==> config.mk <==
export PLATFORM = sky130hd
export DESIGN_NAME = gpio_irq_aggregator
export DESIGN_NICKNAME = d
export VERILOG_FILES = /design/src/rtl/gpio_irq_pkg.sv /design/src/rtl/gpio_irq_ctrl.sv /design/src/rtl/gpio_irq_datapath.sv /design/src/rtl/gpio_irq_aggregator.sv
export SDC_FILE = /design/constraint.sdc
export NUM_CORES = 1
export LEC_CHECK = 0
export CORE_AREA = 2 2 234 236
export CTS_BUF_LIST = sky130_fd_sc_hd__clkbuf_4 sky130_fd_sc_hd__clkbuf_8 sky130_fd_sc_hd__clkbuf_16
export DETAILED_ROUTE_END_ITERATION = 10
export DIE_AREA = 0 0 236 238
export DONT_BUFFER_PORTS = 1
export HOLD_SLACK_MARGIN = 0.12
export PLACE_DENSITY = 0.38
export SETUP_SLACK_MARGIN = 0.1
export SLEW_MARGIN = 20
export SYNTH_ARGS = -nofsm -noshare
export SYNTH_HDL_FRONTEND = slang
export SYNTH_HIERARCHICAL = 1
export SYNTH_SLANG_ARGS = --single-unit
export TNS_END_PERCENT = 50
==> constraint.sdc <==
create_clock -name clk -period 1.6 [get_ports clk]
set_clock_uncertainty 0.1 [all_clocks]
set_input_delay 0.24 -clock clk [delete_from_list [all_inputs] [get_ports clk]]
set_output_delay 0.24 -clock clk [all_outputs]
set_load 0.02 [all_outputs]
==> src/rtl/gpio_irq_pkg.sv <==
package gpio_irq_pkg;
  localparam int WORD_W = 32;
  localparam int SEL_W  = 2;

  typedef struct packed {
    logic              clrStb;
    logic              enStb;
    logic [SEL_W-1:0]  word;
    logic [WORD_W-1:0] data;
    logic              armed;
  } irqStrobes_t;
endpackage

==> src/rtl/gpio_irq_ctrl.sv <==
module gpio_irq_ctrl
  import gpio_irq_pkg::*;
#(
  parameter int NUM_WORDS = 3
) (
  input  logic              clk,
  input  logic              rst_n,
  input  logic              wrStatus,
  input  logic              wrEnable,
  input  logic [SEL_W-1:0]  wrWordSel,
  input  logic [WORD_W-1:0] wrData,
  output irqStrobes_t       strobes
);
  logic armedQ;
  logic inRange;

  // Detection is held off for the first edge so the level reference is primed.
  always_ff @(posedge clk or negedge rst_n) begin
    if (!rst_n) armedQ <= 1'b0;
    else        armedQ <= 1'b1;
  end

  assign inRange = (int'(wrWordSel) < NUM_WORDS);

  always_comb begin
    strobes.clrStb = wrStatus & inRange;
    strobes.enStb  = wrEnable & inRange;
    strobes.word   = wrWordSel;
    strobes.data   = wrData;
    strobes.armed  = armedQ;
  end
endmodule

==> src/rtl/gpio_irq_datapath.sv <==
module gpio_irq_datapath
  import gpio_irq_pkg::*;
#(
  parameter int NUM_PINS = 95
) (
  input  logic                clk,
  input  logic                rst_n,
  input  irqStrobes_t         strobes,
  input  logic [NUM_PINS-1:0] pinLevel,
  input  logic [NUM_PINS-1:0] senseEn,
  input  logic [NUM_PINS-1:0] trigLevel,
  input  logic [NUM_PINS-1:0] trigInvert,
  output logic [NUM_PINS-1:0] statusQ,
  output logic [NUM_PINS-1:0] enableQ,
  output logic                irqQ
);
  logic [NUM_PINS-1:0] prevQ;
  logic [NUM_PINS-1:0] clrMask;
  logic [NUM_PINS-1:0] enLoad;
  logic [NUM_PINS-1:0] enData;
  logic [NUM_PINS-1:0] edgeHit;
  logic [NUM_PINS-1:0] levelHit;
  logic [NUM_PINS-1:0] eventHit;

  // Per-pin decode of the word-wide strobes.
  for (genvar p = 0; p < NUM_PINS; p++) begin : g_pin
    localparam int WordIdx = p / WORD_W;
    localparam int BitIdx  = p % WORD_W;
    logic wordHit;
    assign wordHit    = (int'(strobes.word) == WordIdx);
    assign clrMask[p] = strobes.clrStb & wordHit & strobes.data[BitIdx];
    assign enLoad[p]  = strobes.enStb & wordHit;
    assign enData[p]  = strobes.data[BitIdx];
  end

  // Edge mode: polarity 0 rising, 1 falling. Level mode: polarity 0 low, 1 high.
  assign edgeHit  = (~trigInvert & ~prevQ & pinLevel) | (trigInvert & prevQ & ~pinLevel);
  assign levelHit = ~(pinLevel ^ trigInvert);
  assign eventHit = senseEn & {NUM_PINS{strobes.armed}} &
                    ((trigLevel & levelHit) | (~trigLevel & edgeHit));

  always_ff @(posedge clk or negedge rst_n) begin
    if (!rst_n) begin
      prevQ   <= '0;
      statusQ <= '0;
      enableQ <= '0;
      irqQ    <= 1'b0;
    end else begin
      prevQ   <= pinLevel;
      statusQ <= (statusQ & ~clrMask) | eventHit;
      enableQ <= (enableQ & ~enLoad) | (enData & enLoad);
      irqQ    <= |(statusQ & enableQ);
    end
  end
endmodule

==> src/rtl/gpio_irq_aggregator.sv <==
module gpio_irq_aggregator
  import gpio_irq_pkg::*;
#(
  parameter int NUM_PINS = 95
) (
  input  logic                clk,
  input  logic                rst_n,
  input  logic [NUM_PINS-1:0] pinLevel,
  input  logic [NUM_PINS-1:0] senseEn,
  input  logic [NUM_PINS-1:0] trigLevel,
  input  logic [NUM_PINS-1:0] trigInvert,
  input  logic                wrStatus,
  input  logic                wrEnable,
  input  logic [SEL_W-1:0]    wrWordSel,
  input  logic [WORD_W-1:0]   wrData,
  output logic [NUM_PINS-1:0] statusOut,
  output logic [NUM_PINS-1:0] enableOut,
  output logic                irqOut
);
  localparam int NUM_WORDS = (NUM_PINS + WORD_W - 1) / WORD_W;

  irqStrobes_t strobes;

  gpio_irq_ctrl #(.NUM_WORDS(NUM_WORDS)) u_ctrl (
    .clk(clk), .rst_n(rst_n), .wrStatus(wrStatus), .wrEnable(wrEnable),
    .wrWordSel(wrWordSel), .wrData(wrData), .strobes(strobes)
  );

  gpio_irq_datapath #(.NUM_PINS(NUM_PINS)) u_dp (
    .clk(clk), .rst_n(rst_n), .strobes(strobes), .pinLevel(pinLevel),
    .senseEn(senseEn), .trigLevel(trigLevel), .trigInvert(trigInvert),
    .statusQ(statusOut), .enableQ(enableOut), .irqQ(irqOut)
  );
endmodule

==> metrics.md <==
| Metric | Value |
|---|---|
| Share of cells above drive strength 1 | `22.08%` |
| Synth Area in Adders | `0%` |
| Mux cell area share after synthesis | `7.716%` |
| Std-Cell Core Area | `53500 um^2` |
| Placer Congestion | `0.8203` |
| Worst setup margin | `-0.2460 ns` |
| CTS buffer count | `38` |
| Seq cells post-synth | `287` |
| CP Class | `flop to flop` |
| Synthesized cell area | `13860 um^2` |
| Worst-case hold slack | `-0.6965 ns` |
| Final Cycle Share | `115.4%` |
| Clock-pin slew on the worst setup and hold paths | `0.06 ns` |
| Drt pass-1 iters | `5` |
| Iteration-0 DRC Markers | `560` |
| Cell area after layout | `21660 um^2` |
| Wire per inst | `25.80 um` |
| Worst setup path end | `u_dp/irqQ$_DFF_PN0_` |
| Placed cell area | `16100 um^2` |
| R2R setup slack | `-0.25 ns` |
| Starting Density | `25.92%` |
| Post-synth ARST share | `100.0%` |
| Row cnt | `85` |
| Compound-Gate Fraction of Synth Area | `13.05%` |
| Reg2reg path depth | `5` |
| First-pass GRT wire length | `94.69 mm` |
| Largest family of logic cells by synthesized area | `simple AND/OR/NAND/NOR gates` |
| Post-synth top area cell | `dfrtp_1` |
| Yosys top cell area share | `51.80%` |
| WP data arrival | `2.15 ns` |
| Reg2reg end | `u_dp/irqQ$_DFF_PN0_` |
| Buffers on Ports | `0` |
| Required time worst endpoint | `1.91 ns` |
| Count leader, synth | `dfrtp_1` |
| Die height | `238 um` |
| Synth warn | `6` |
| Final setup violation count | `1` |
| Initial antenna violation count | `15` |
| EDFF count, synth | `0` |
| Unrepaired setup endpoints after global routing | `yes` |
| H-tree levels | `2` |
| Slew HR | `39.71%` |
| Critical Path Sink Type | `flop` |
| Num Clock Sinks | `287` |
| DR vias/cell | `5.041` |
| FMAX | `541.7 MHz` |
| Die area | `56170 um^2` |
| Peak VDD IR | `0.5744 mV` |
| Gr ovfl total | `0` |
| Mapped Nets | `1602` |
| Vias in the first global route | `14080` |
| Tmin final | `1.846 ns` |
| Min-Delay Path Class | `primary input to async pin` |
| Post-Synth XOR/XNOR Area | `6.001%` |
| Startpoint Class | `flop` |
| CP max FO | `2` |
| Sequential cell area fraction in the yosys report | `51.80%` |
| Top cells by count, synth | `287 x dfrtp_1, 97 x and3b_1, 96 x nor3_1` |
| Failing checks | `negative hold slack, negative setup slack` |
| Post-synth top flop | `dfrtp_1` |
| CTS tree | `done` |
| Max-cap viol count | `0` |
| Gr usage total | `22.81%` |
| Later-pin clock latency in the skew report | `0.55 ns` |
| Final nets | `2208` |
| Via Count | `12710` |
| Die W | `236 um` |
| Simple logic cell fraction of the synthesized area | `18.20%` |
| DP HPWL | `46.42 mm` |
| Routed wire length | `65.05 mm` |
| # DRC | `0` |
| Status | `finished, violations left` |
| Worst Max-Slew Pin Slew | `0.9044 ns` |
| Fin. max-slew vios | `0` |
| Root Buffer | `clkbuf_16` |
| Largest net degree at the start of global routing | `288` |
| Synthesized instance count | `1184` |
| Dominant cells by area after synthesis | `dfrtp_1 52%, mux2_2 7.7%, a32o_1 6.9%, and3b_1 6.1%, xor2_1 6.0%` |
| Pwr dens | `1165 nW/um^2` |
| # fillers | `5172` |
| Syn Area/Cell | `11.71 um^2` |
| Area grow syn2layout | `56.26%` |
| Netlist cell types | `24` |
| Final core occ | `40.50%` |
| Cts hold-fix bufs | `409` |
| Final number of hold-violating endpoints | `287` |
| Clock tree buffer depth | `3` |
| Leak | `9.115 nW` |
| ANT nets after route | `0` |
| # IOs | `609` |
==> power by group <==
| part | internal, mW | switching (mW) | total, mW |
|---|---|---|---|
| Combinational | 3.52 | 3.91 | 7.43 |
| Sequential | 8.39 | 0.778 | 9.17 |
| Clock | 5.23 | 3.41 | 8.64 |
==> routing by layer <==
metal  track usage, %  up-vias  wire length, um
li1                 -     5711                -
met1            26.63     6380            25710
met2            39.85      496            32330
met3            6.097      119             4632
met4            8.898        2             2369
met5                0        -               10
==> critical path, stage by stage, from the launching register on <==
cell and delay [ns]:
dfrtp_1 0.38, a22oi_1 0.33, nand4_1 0.28, nor4_1 0.37, buf_4 0.18, nand3_1 0.06
==> worst min-delay path by stage <==
stage,startpoint,endpoint,slack [ns],depth (start not counted)
floorplan,rst_n,u_ctrl/armedQ$_DFF_PN0_,-0.16,0
global placement,rst_n,u_dp/prevQ[43]$_DFF_PN0_,-0.15,0
detailed placement,rst_n,u_dp/prevQ[43]$_DFF_PN0_,-0.15,0
CTS,rst_n,u_dp/prevQ[31]$_DFF_PN0_,-0.75,0
global route,rst_n,u_dp/prevQ[22]$_DFF_PN0_,-0.75,0
finish,rst_n,u_dp/prevQ[43]$_DFF_PN0_,-0.70,0
==> placed cells by master, fill, tap and decap left out, types with 3 or more instances in the layout <==
master         count
nor3b_1           95
mux2_2            95
a22oi_1           35
nand4_1            9
nor3_1            95
dfrtp_1          277
xor2_1            95
clkinv_2           7
nand2_1           95
nand3_1            3
diode_2            9
clkbuf_4           8
clkbuf_16         41
buf_4            176
dfrtp_2            9
dlygate4sd3_1    408
a21oi_1           95
buf_12            11
and3b_1           95
clkbuf_8           6
a221oi_1           4
a32o_1            95
a22o_1             5
buf_6             35
==> cell type report <==
cell class | count | area (um^2) | share of cell area [%]
clock inverters | 11 | 88.84 | 0.4100
well taps | 696 | 870.8 | 4.020
clock buffers | 55 | 1169 | 5.394
diodes | 9 | 22.52 | 0.1040
flip-flops and latches | 287 | 7197 | 33.22
repair buffers | 632 | 6047 | 27.91
multi-input cells | 831 | 6270 | 28.94
==> through the flow <==
stage,setup TNS [ns],hold WS (ns),cells,setup WS (ns),power (mW)
floorplan,0,-0.1556,1184,0.06303,12.38
global placement,-0.3718,-0.1467,2034,-0.3718,15.43
detailed placement,-0.3614,-0.1464,2034,-0.3614,15.45
CTS,-0.3166,-0.7461,2512,-0.3166,25.63
global route,-0.3716,-0.7478,2518,-0.3716,26.42
finish,-0.2460,-0.6965,2521,-0.2460,25.23
==> repair_timing <==
item                       in CTS  in global routing
resized for setup              44                  5
setup buffers                   3                  0
setup endpoints to repair      36                 19
hold endpoints to repair      572                287
pin swaps                       1                  0
==> kinds of logic after synthesis <==
family                 count (synthesis)
flip-flops                           287
AND/OR/NAND/NOR                      401
buffers and inverters                 66
multiplexers                          95
XOR/XNOR                              95
AO/OA/AOI/OAI                        239
other                                  1
No activity file was read; power rests on OpenSTA's default activity.
